--- src/rtl/lbist_pkg.sv ---
package lbist_pkg;

  localparam logic [3:0] ARM_KEY       = 4'hA;
  localparam int         RST_PULSE_CYC = 8;
  localparam int         NUM_CORES     = 2;

  typedef enum logic [1:0] {
    ST_IDLE,
    ST_RUN,
    ST_GAP,
    ST_RST
  } lbState_e;

  // strobes from control to datapath
  typedef struct packed {
    logic launch;   // start accepted this cycle
    logic advPtr;   // interval passed, step the pointer
    logic logFail;  // mismatch, capture failure status
    logic logPass;  // final interval passed, clear status
  } lbStrobe_t;

endpackage

--- src/rtl/lbist_ctrl.sv ---
module lbist_ctrl
  import lbist_pkg::*;
#(
  parameter int CNT_W   = 8,
  parameter int RST_CYC = RST_PULSE_CYC
) (
  input  logic             clk,
  input  logic             rstN,
  input  logic             startReq,
  input  logic [CNT_W-1:0] cfgIntervals,
  input  logic             engDone,
  input  logic             mismatch,
  input  logic             ptrAtEnd,
  output lbStrobe_t        strb,
  output logic             engRun,
  output logic             coreRstReq,
  output logic             done
);

  localparam int RC_W = (RST_CYC > 1) ? $clog2(RST_CYC) : 1;

  lbState_e         state, nextState;
  logic [CNT_W-1:0] remaining;
  logic [RC_W-1:0]  rstCnt;
  logic             accept, finishing, lastInt, passInt, failInt;

  assign accept    = startReq && (state == ST_IDLE);
  assign lastInt   = (remaining == CNT_W'(1)) || ptrAtEnd;
  assign passInt   = (state == ST_RUN) && engDone && !mismatch;
  assign failInt   = (state == ST_RUN) && engDone && mismatch;
  assign finishing = failInt || (passInt && lastInt);

  always_comb begin
    nextState = state;
    unique case (state)
      ST_IDLE: if (accept) nextState = ST_RUN;
      ST_RUN: begin
        if (finishing)    nextState = ST_RST;
        else if (passInt) nextState = ST_GAP;
      end
      ST_GAP:  nextState = ST_RUN;
      ST_RST:  if (rstCnt == RC_W'(RST_CYC - 1)) nextState = ST_IDLE;
      default: nextState = ST_IDLE;
    endcase
  end

  always_ff @(posedge clk or negedge rstN) begin
    if (!rstN) begin
      state     <= ST_IDLE;
      remaining <= '0;
      rstCnt    <= '0;
      done      <= 1'b0;
    end else begin
      state <= nextState;
      if (accept)
        remaining <= (cfgIntervals == '0) ? CNT_W'(1) : cfgIntervals;
      else if (passInt)
        remaining <= remaining - CNT_W'(1);
      if (state == ST_RST) rstCnt <= rstCnt + RC_W'(1);
      else                 rstCnt <= '0;
      if (finishing)   done <= 1'b1;
      else if (accept) done <= 1'b0;
    end
  end

  always_comb begin
    strb.launch  = accept;
    strb.advPtr  = passInt;
    strb.logFail = failInt;
    strb.logPass = passInt && lastInt;
  end

  assign engRun     = (state == ST_RUN);
  assign coreRstReq = (state == ST_RST);

endmodule

--- src/rtl/lbist_dpath.sv ---
module lbist_dpath
  import lbist_pkg::*;
#(
  parameter int NUM_SEG      = 2,
  parameter int INTS_PER_SEG = 4,
  parameter int SEG_ID_W     = 2,
  parameter int SIG_W        = 16
) (
  input  logic                       clk,
  input  logic                       rstN,
  input  lbStrobe_t                  strb,
  input  logic                       cfgRestart,
  input  logic [SEG_ID_W-1:0]        cfgSegLoad,
  input  logic [1:0]                 cfgCoreSel,
  input  logic [3:0]                 cfgKey,
  input  logic                       cfgFaultEn,
  input  logic [NUM_CORES*SIG_W-1:0] coreSig,
  input  logic [SIG_W-1:0]           goldenSig,
  output logic                       mismatch,
  output logic                       ptrAtEnd,
  output logic [SEG_ID_W-1:0]        engSeg,
  output logic [NUM_CORES-1:0]       engCoreMask,
  output logic                       testFail,
  output logic [NUM_CORES-1:0]       coreFail,
  output logic [SEG_ID_W-1:0]        failSeg
);

  localparam int INT_W = (INTS_PER_SEG > 1) ? $clog2(INTS_PER_SEG) : 1;
  localparam logic [SEG_ID_W:0]   SEG_LIMIT = (SEG_ID_W + 1)'(NUM_SEG);
  localparam logic [SEG_ID_W-1:0] LAST_SEG  = SEG_ID_W'(NUM_SEG - 1);
  localparam logic [INT_W-1:0]    LAST_INT  = INT_W'(INTS_PER_SEG - 1);

  logic [SEG_ID_W-1:0]  curSeg;
  logic [INT_W-1:0]     curInt;
  logic [1:0]           coreSelQ;
  logic                 armQ;
  logic [NUM_CORES-1:0] miss;
  logic [SEG_ID_W-1:0]  segStart;

  assign segStart = ({1'b0, cfgSegLoad} < SEG_LIMIT) ? cfgSegLoad : '0;
  assign ptrAtEnd = (curSeg == LAST_SEG) && (curInt == LAST_INT);

  // interval pointer and per-run settings
  always_ff @(posedge clk or negedge rstN) begin
    if (!rstN) begin
      curSeg   <= '0;
      curInt   <= '0;
      coreSelQ <= 2'b00;
      armQ     <= 1'b0;
    end else begin
      if (strb.launch) begin
        coreSelQ <= cfgCoreSel;
        armQ     <= cfgFaultEn && (cfgKey == ARM_KEY);
        if (cfgRestart) begin
          curSeg <= segStart;
          curInt <= '0;
        end
      end else if (strb.advPtr) begin
        if (curInt == LAST_INT) begin
          curInt <= '0;
          curSeg <= (curSeg == LAST_SEG) ? '0 : curSeg + SEG_ID_W'(1);
        end else begin
          curInt <= curInt + INT_W'(1);
        end
      end
    end
  end

  // segment 0 honours the core choice, other segments test both cores
  always_comb begin
    engCoreMask = '1;
    if (curSeg == '0) begin
      unique case (coreSelQ)
        2'b01:   engCoreMask = 2'b01;
        2'b10:   engCoreMask = 2'b10;
        default: engCoreMask = 2'b11;
      endcase
    end
  end

  assign engSeg = curSeg;

  // one comparator per core, fault flip on bit 0 when armed
  for (genvar c = 0; c < NUM_CORES; c++) begin : g_core
    logic [SIG_W-1:0] sigEff;
    assign sigEff  = coreSig[c*SIG_W +: SIG_W] ^ SIG_W'(armQ && engCoreMask[c]);
    assign miss[c] = engCoreMask[c] && (sigEff != goldenSig);
  end

  assign mismatch = |miss;

  // status: kept across the core reset, only system reset or a run end touches it
  always_ff @(posedge clk or negedge rstN) begin
    if (!rstN) begin
      testFail <= 1'b0;
      coreFail <= '0;
      failSeg  <= '0;
    end else if (strb.logFail) begin
      testFail <= 1'b1;
      coreFail <= miss;
      failSeg  <= curSeg;
    end else if (strb.logPass) begin
      testFail <= 1'b0;
      coreFail <= '0;
      failSeg  <= '0;
    end
  end

endmodule

--- src/rtl/lbist_seq.sv ---
module lbist_seq
  import lbist_pkg::*;
#(
  parameter int NUM_SEG      = 2,
  parameter int INTS_PER_SEG = 4,
  parameter int SEG_ID_W     = 2,
  parameter int CNT_W        = 8,
  parameter int SIG_W        = 16
) (
  input  logic                clk,
  input  logic                rstN,
  input  logic                startReq,
  input  logic                cfgRestart,
  input  logic [SEG_ID_W-1:0] cfgSegLoad,
  input  logic [CNT_W-1:0]    cfgIntervals,
  input  logic [1:0]          cfgCoreSel,
  input  logic [3:0]          cfgKey,
  input  logic                cfgFaultEn,
  output logic                engRun,
  output logic [SEG_ID_W-1:0] engSeg,
  output logic [1:0]          engCoreMask,
  input  logic                engDone,
  input  logic [2*SIG_W-1:0]  coreSig,
  input  logic [SIG_W-1:0]    goldenSig,
  output logic                coreRstReq,
  output logic                done,
  output logic                testFail,
  output logic [1:0]          coreFail,
  output logic [SEG_ID_W-1:0] failSeg
);

  lbStrobe_t strb;
  logic      mismatch, ptrAtEnd;

  lbist_ctrl #(.CNT_W(CNT_W), .RST_CYC(RST_PULSE_CYC)) u_ctrl (
    .clk, .rstN, .startReq, .cfgIntervals, .engDone,
    .mismatch, .ptrAtEnd, .strb, .engRun, .coreRstReq, .done
  );

  lbist_dpath #(
    .NUM_SEG(NUM_SEG), .INTS_PER_SEG(INTS_PER_SEG),
    .SEG_ID_W(SEG_ID_W), .SIG_W(SIG_W)
  ) u_dpath (
    .clk, .rstN, .strb, .cfgRestart, .cfgSegLoad, .cfgCoreSel,
    .cfgKey, .cfgFaultEn, .coreSig, .goldenSig, .mismatch, .ptrAtEnd,
    .engSeg, .engCoreMask, .testFail, .coreFail, .failSeg
  );

endmodule

--- config.mk ---
export PLATFORM = sky130hd
export DESIGN_NAME = lbist_seq
export DESIGN_NICKNAME = d
export VERILOG_FILES = /design/src/rtl/lbist_pkg.sv /design/src/rtl/lbist_ctrl.sv /design/src/rtl/lbist_dpath.sv /design/src/rtl/lbist_seq.sv
export SDC_FILE = /design/constraint.sdc
export NUM_CORES = 1
export LEC_CHECK = 0
export BUFFER_PORTS_ARGS = -buffer_cell sky130_fd_sc_hd__buf_2
export CAP_MARGIN = 20
export CORE_AREA = 2 2 65 67
export DETAILED_ROUTE_END_ITERATION = 6
export DIE_AREA = 0 0 67 69
export GPL_TIMING_DRIVEN = 0
export PLACE_DENSITY = 0.81
export RECOVER_POWER = 25
export SLEW_MARGIN = 15
export SYNTH_ARGS = -nofsm -noshare
export SYNTH_HDL_FRONTEND = slang
export SYNTH_SLANG_ARGS = --single-unit
--- constraint.sdc ---
create_clock -name clk -period 2.4 [get_ports clk]
set_input_delay 0 -clock clk [delete_from_list [all_inputs] [get_ports clk]]
set_output_delay 0 -clock clk [all_outputs]
set_load 0.02 [all_outputs]
== Word level (Yosys, flattened, before mapping) ==
Index checks and enable logic that the tools add are counted.
W data, S select, Z words.
Word-level totals
  register bits: 26
  input bits: 70
  output and inout port bits: 12
  word-level logic and storage cells: 87
Operators by class
  $add $sub $neg: 4
  order comparisons: 1
  equal/unequal tests: 16
  mux-type cells: 28
  bitwise logic cells: 2
  reduce and logical (&&, ||, !) cells: 25
Operators by type and width (number)
  $mux W2: 18
  $ne A16 B16 Y1: 2
  $xor A16 B1 Y16: 2
  $mux W8: 3
  $logic_and A1 B1 Y1: 11
  $eq A2 B2 Y1 const B: 4
  $eq A8 B1 Y1 const B: 1
  $logic_not A8 Y1: 1
  $pmux W2 S4: 1
  $reduce_bool A2 Y1: 4
  $sub A8 B1 Y8 const B: 1
  $eq A2 B1 Y1 const B: 3
  $reduce_and A3 Y1: 2
  $add A2 B1 Y2 const B: 2
  $eq A4 B4 Y1 const B: 1
  $logic_not A2 Y1: 2
  $mux W1: 4
  $ne A2 B1 Y1 const B: 2
  $pmux W2 S2: 1
  $add A3 B1 Y3 const B: 1
  $eq A3 B3 Y1 const B: 1
  $mux W3: 1
  $ne A3 B1 Y1 const B: 1
  $logic_or A1 B1 Y1: 2
  other kinds (5): 5

== Longest topological paths before layout ==
  depth in word-level cells: 14
  gate-level depth with buffers: 8
  gate-level depth less buffers: 7

== By module ==
Synthesis repeated with hierarchy kept, for this count alone.
Unflattened totals
  cells, all modules: 176
  area, all modules: 1771.7 um^2
Modules (own cells, without submodules)
  lbist_dpath: times used 1, cells an instance 90, area an instance 930.9 um^2, seq. area each 300.3 um^2
  lbist_ctrl: times used 1, cells an instance 86, area an instance 840.8 um^2, seq. area each 350.3 um^2

== Worst setup path before layout ==
No wires, ideal clock.
  kind: reg-to-reg
  from: register u_dpath.curSeg[0] (netlist: u_dpath.engSeg[0])
  to: register u_ctrl.remaining[4]
  arrival time: 2.214 ns
  required time: 2.318 ns
  slack: 0.104 ns
  stages on the path, launching flop included: 8
  period minus slack after synthesis: 2.296 ns
  cells stage by stage: dfrtp_1 nor2_1 nand3b_1 a21boi_1 a211oi_4 nand3_2 or4_1 a31oi_1
Between the ends
  cells in the longest elaborated chain, start to end: 10
Ends and longest elaborated chain
  start, declared: RTL line lbist_dpath.sv:33  | logic [SEG_ID_W-1:0] curSeg;
  start signal, assigned: RTL line lbist_dpath.sv:55  | curSeg <= segStart;
  start signal, assigned: RTL line lbist_dpath.sv:61  | curSeg <= (curSeg == LAST_SEG) ? '0 : curSeg + SEG_ID_W'(1);
  $logic_not A2 Y1 *: RTL line lbist_dpath.sv:72  | if (curSeg == '0) begin
  $mux W2 *: RTL line lbist_dpath.sv:72
  named net engCoreMask[1]: RTL line lbist_seq.sv:21  | output logic [1:0] engCoreMask,
  $logic_and A1 B1 Y1: RTL line lbist_dpath.sv:86  | assign sigEff = coreSig[c*SIG_W +: SIG_W] ^ SIG_W'(armQ && engCoreMask[c]);
  $xor A16 B1 Y16: RTL line lbist_dpath.sv:86
  $ne A16 B16 Y1: RTL line lbist_dpath.sv:87  | assign miss[c] = engCoreMask[c] && (sigEff != goldenSig);
  $logic_and A1 B1 Y1 *: RTL line lbist_dpath.sv:87
  $reduce_or A2 Y1 *: RTL line lbist_dpath.sv:90  | assign mismatch = |miss;
  $logic_not A1 Y1 *: RTL line lbist_ctrl.sv:29  | assign passInt = (state == ST_RUN) && engDone && !mismatch;
  $logic_and A1 B1 Y1 *: RTL line lbist_ctrl.sv:29
  $reduce_bool A2 Y1 (no line) *
  end signal, assigned: RTL line lbist_ctrl.sv:56  | remaining <= (cfgIntervals == '0) ? CNT_W'(1) : cfgIntervals;
  end signal, assigned: RTL line lbist_ctrl.sv:58  | remaining <= remaining - CNT_W'(1);
  end, declared: RTL line lbist_ctrl.sv:23  | logic [CNT_W-1:0] remaining;
The timed path passes the listed nets; every way through them passes the cells marked *.
A chain may end at the register's enable or synchronous reset.

== Worst setup path after layout ==
  from: register u_dpath.armQ
  to: register u_ctrl.remaining[4]
Between the ends
  cells in the longest elaborated chain, start to end: 8
Ends and longest elaborated chain
  start, declared: RTL line lbist_dpath.sv:36  | logic armQ;
  start signal, assigned: RTL line lbist_dpath.sv:53  | armQ <= cfgFaultEn && (cfgKey == ARM_KEY);
  $logic_and A1 B1 Y1: RTL line lbist_dpath.sv:86
  $xor A16 B1 Y16: RTL line lbist_dpath.sv:86
  $ne A16 B16 Y1: RTL line lbist_dpath.sv:87
  $logic_and A1 B1 Y1: RTL line lbist_dpath.sv:87
  $reduce_or A2 Y1 *: RTL line lbist_dpath.sv:90
  $logic_not A1 Y1 *: RTL line lbist_ctrl.sv:29
  $logic_and A1 B1 Y1 *: RTL line lbist_ctrl.sv:29
  $reduce_bool A2 Y1 (no line) *
Every way passes the cells marked *; elsewhere a longest branch is shown, timed or not.

==> results.toml <==
[synth]
syn_area_per_cell_sq_um = 9.36
syn_nets = 255
yosys.area.top_type_share_pct = 38.6
syn_inst = 180
yosys.area.top_type = "dfrtp_1"
yosysWarnings = 0
synth_area_leaders = "dfrtp_1 (39%), xor2_1 (19%), nand2_1 (5.6%), ha_1 (3.7%), nand3_1 (3.0%)"
syn_area_sq_um = 1690
ys_types = 34
yosysSeqAreaShare_pct = 38.6
ys_ff_latch = 26
synthFlopType = "dfrtp_1"
synth-async-reset-ratio_pct = 100
synth_edf_count = 0

[cts]
clk_latency_ns = 0.26
cts_tree = "yes"
cts_root_buf = "clkbuf_8"
cts_sinks = 26
numCtsBuffers = 3
clockBufferDepth = 2
clkTransAtPathRegs_ns = 0.08
htree_num_levels = 1
post_cts_resize_count = 0

[timing]
finalHoldViolCount = 0
fin_crit_ns = 2.19
fin_crit_sh_pct = 91.3
rsz0062_at_grt = "false"
holdWs_ns = 0.0142
drv_slew = 0
fin_skew_ns = 0.00198
fmax_ghz = 0.456
slew-limit-headroom_pct = 6.77
setup_tns_ns = 0
tightest_slew_ns = 1.40
setup_viol_count_final = 0

[critical_path]
crit_family = "simple AND/OR/NAND/NOR gates"
cp_cell_sequence = "xor2_1, xnor2_1, nand3_1, a211oi_4, nand3_2, or4_1, a31oi_1"
rr_endpoint = "u_ctrl.remaining[4]$_DFFE_PN0P_"
crit_arrival_ns = 2.38
crit_slowest_cell = "or4_1"
rr_worst_depth = 7
critPathLaunch = "u_dpath.armQ$_DFFE_PN0P_"
endpoint = "u_ctrl.remaining[4]$_DFFE_PN0P_"
path_depth = 7
required_ns = 2.59
startpoint_type = "flip-flop"
endpoint_kind = "flip-flop"
rrSetupSlack_ns = 0.21
rr_startpoint = "u_dpath.armQ$_DFFE_PN0P_"
slowest_delay_ns = 0.45
critPathKind = "reg -> reg"
crit_buf_inv = 0
crit_path_max_fanout = 3

[finish]
final_cell_mix = "buf_2 (80), xor2_1 (37), dfrtp_1 (26)"
area_delta_synth_final_pct = 38.2
final_common_cell = "buf_2"
insertedDiodeCount = 0
final_area_sq_um = 2330
finalNetCount = 355
drive_gt1_share_pct = 32.7

[global_routing]
grt_pass1_wl_mm = 7.16
grt_usage_pct = 19.5
grt_max_degree = 27
grt_pass1_vias = 1687
use_met2_pct = 36.0
grtUsageMet1_pct = 22.6
gr-total-overflow = 0
busiest_layer = "met2"
met3_usage_pct = 4.08
grt_antenna_before_repair = 0

[die]
core_area_sq_um = 3910
ios = 82
dieArea_sq_um = 4620
dieWidth_microns = 67
num_rows = 23
die_y_microns = 69
initial_core_util_pct = 43.1

[drt]
first_pass_iters = 4
wl_mm = 4.38
vias = 1684
wl_per_cell_microns = 13.4
antenna_left = 0
drcViolationCount = 0
drt_iter0_drc = 83
vias_per_cell = 5.13

[pwr]
peakVddDrop_uv = 425
power.density_nw_per_um2 = 682
leakage_nw = 1.13

[run_status]
status = "complete, no violations"

[placed_design]
dpl_cell_area_sq_um = 2150
dpl.hpwl_mm = 3.54
gp_congestion = 0.865
numPortBuffers = 81

[min_path]
min_path_type = "in -> reg"

[run]
maxCapViolCount = 0
==> how the worst min path moves through the flow <==
stage                                from                              end  slack, ns  depth (start not counted)
after floorplan                      rstN          u_ctrl.done$_DFFE_PN0P_      -0.30                          0
after global placement               rstN  u_dpath.coreFail[1]$_DFFE_PN0P_       0.02                          1
after detailed placement             rstN  u_dpath.coreFail[0]$_DFFE_PN0P_       0.03                          1
after CTS                 cfgIntervals[0]  u_ctrl.remaining[0]$_DFFE_PN0P_       0.01                          3
after global routing      cfgIntervals[0]  u_ctrl.remaining[0]$_DFFE_PN0P_       0.04                          3
final                       cfgSegLoad[1]    u_dpath.engSeg[0]$_DFFE_PN0P_       0.01                          4
==> layer usage <==
metal | wire, microns | part of all wire [%]
met5 | 0 | 0
met4 | 23 | 0.53
met3 | 201 | 4.6
met2 | 2340 | 53
met1 | 1810 | 41
==> worst register-to-register path, cell delays in order (launching register included) <==
cell and delay [ns]:
dfrtp_1 0.40, xor2_1 0.26, xnor2_1 0.15, nand3_1 0.17, a211oi_4 0.35, nand3_2 0.16, or4_1 0.45, a31oi_1 0.18
==> cell families after synthesis <==
group / share of synthesized area, %
and+or+nand+nor: 22.9
xor gates and xnor gates: 19.7
AOI/OAI and AO/OA: 12.8
DFF: 38.6
buffers and inverters: 1.56
adders and majority gates: 3.71
muxes: 0.668
==> repair_timing <==
| item | 4_1_cts | 5_1_grt |
|---|---|---|
| buffers inserted | 0 | 2 |
| hold endpoints to repair | 36 | 0 |
| hold buffers | 12 | 0 |
| setup endpoints to repair | 0 | 2 |
==> layout make-up <==
type	instances	area [sq um]
plain buffers	3	11.3
clock buffers	3	41.3
fillers	379	1590
inverters	4	15.0
multi-input cells	147	1010
flip-flops and latches	26	651
well taps	50	62.6
repair buffers	95	539
==> metrics by stage <==
stage,total power [mW],worst slack [ns],std cells,utilization (%)
2_1_floorplan,1.11,0.104,180,-
3_3_place_gp,1.31,0.143,311,55.0
3_5_place_dp,1.35,0.0543,311,55.0
4_1_cts,1.60,0.0397,326,59.1
5_1_grt,1.72,0.127,328,59.5
6_report,1.59,0.209,328,59.5
==> state kept, by name, summed over array words and instances, names as in the netlist <==
name	cells
u_ctrl.rstCnt	3
u_ctrl.done	1
u_ctrl.remaining	8
u_dpath.armQ	1
u_dpath.coreFail	2
u_dpath.engSeg	2
u_ctrl.state	2
u_dpath.curInt	2
u_dpath.coreSelQ	2
u_dpath.failSeg	2
u_dpath.testFail	1
==> synthesized netlist by cell type (3+ instances only) <==
master and n:
clkbuf_1 3, xor2_1 37, nor3_1 3, nor2b_1 3
nor4_1 6, nand3b_1 3, dfrtp_1 26, ha_1 5
nand2_1 25, o31ai_1 4, nor4_2 3, nor2_1 6
o21ai_1 6, o21ai_0 9, inv_1 4, nand4_1 4
nand3_1 10
==> where the power goes <==
part | switching [mW] | leakage [nW] | total (mW) | internal [mW]
Combinational | 0.347 | 0.788 | 0.625 | 0.278
Sequential | 0.140 | 0.317 | 0.728 | 0.587
Clock | 0.124 | 0.0216 | 0.236 | 0.112
(Power assumes the default switching activity.)
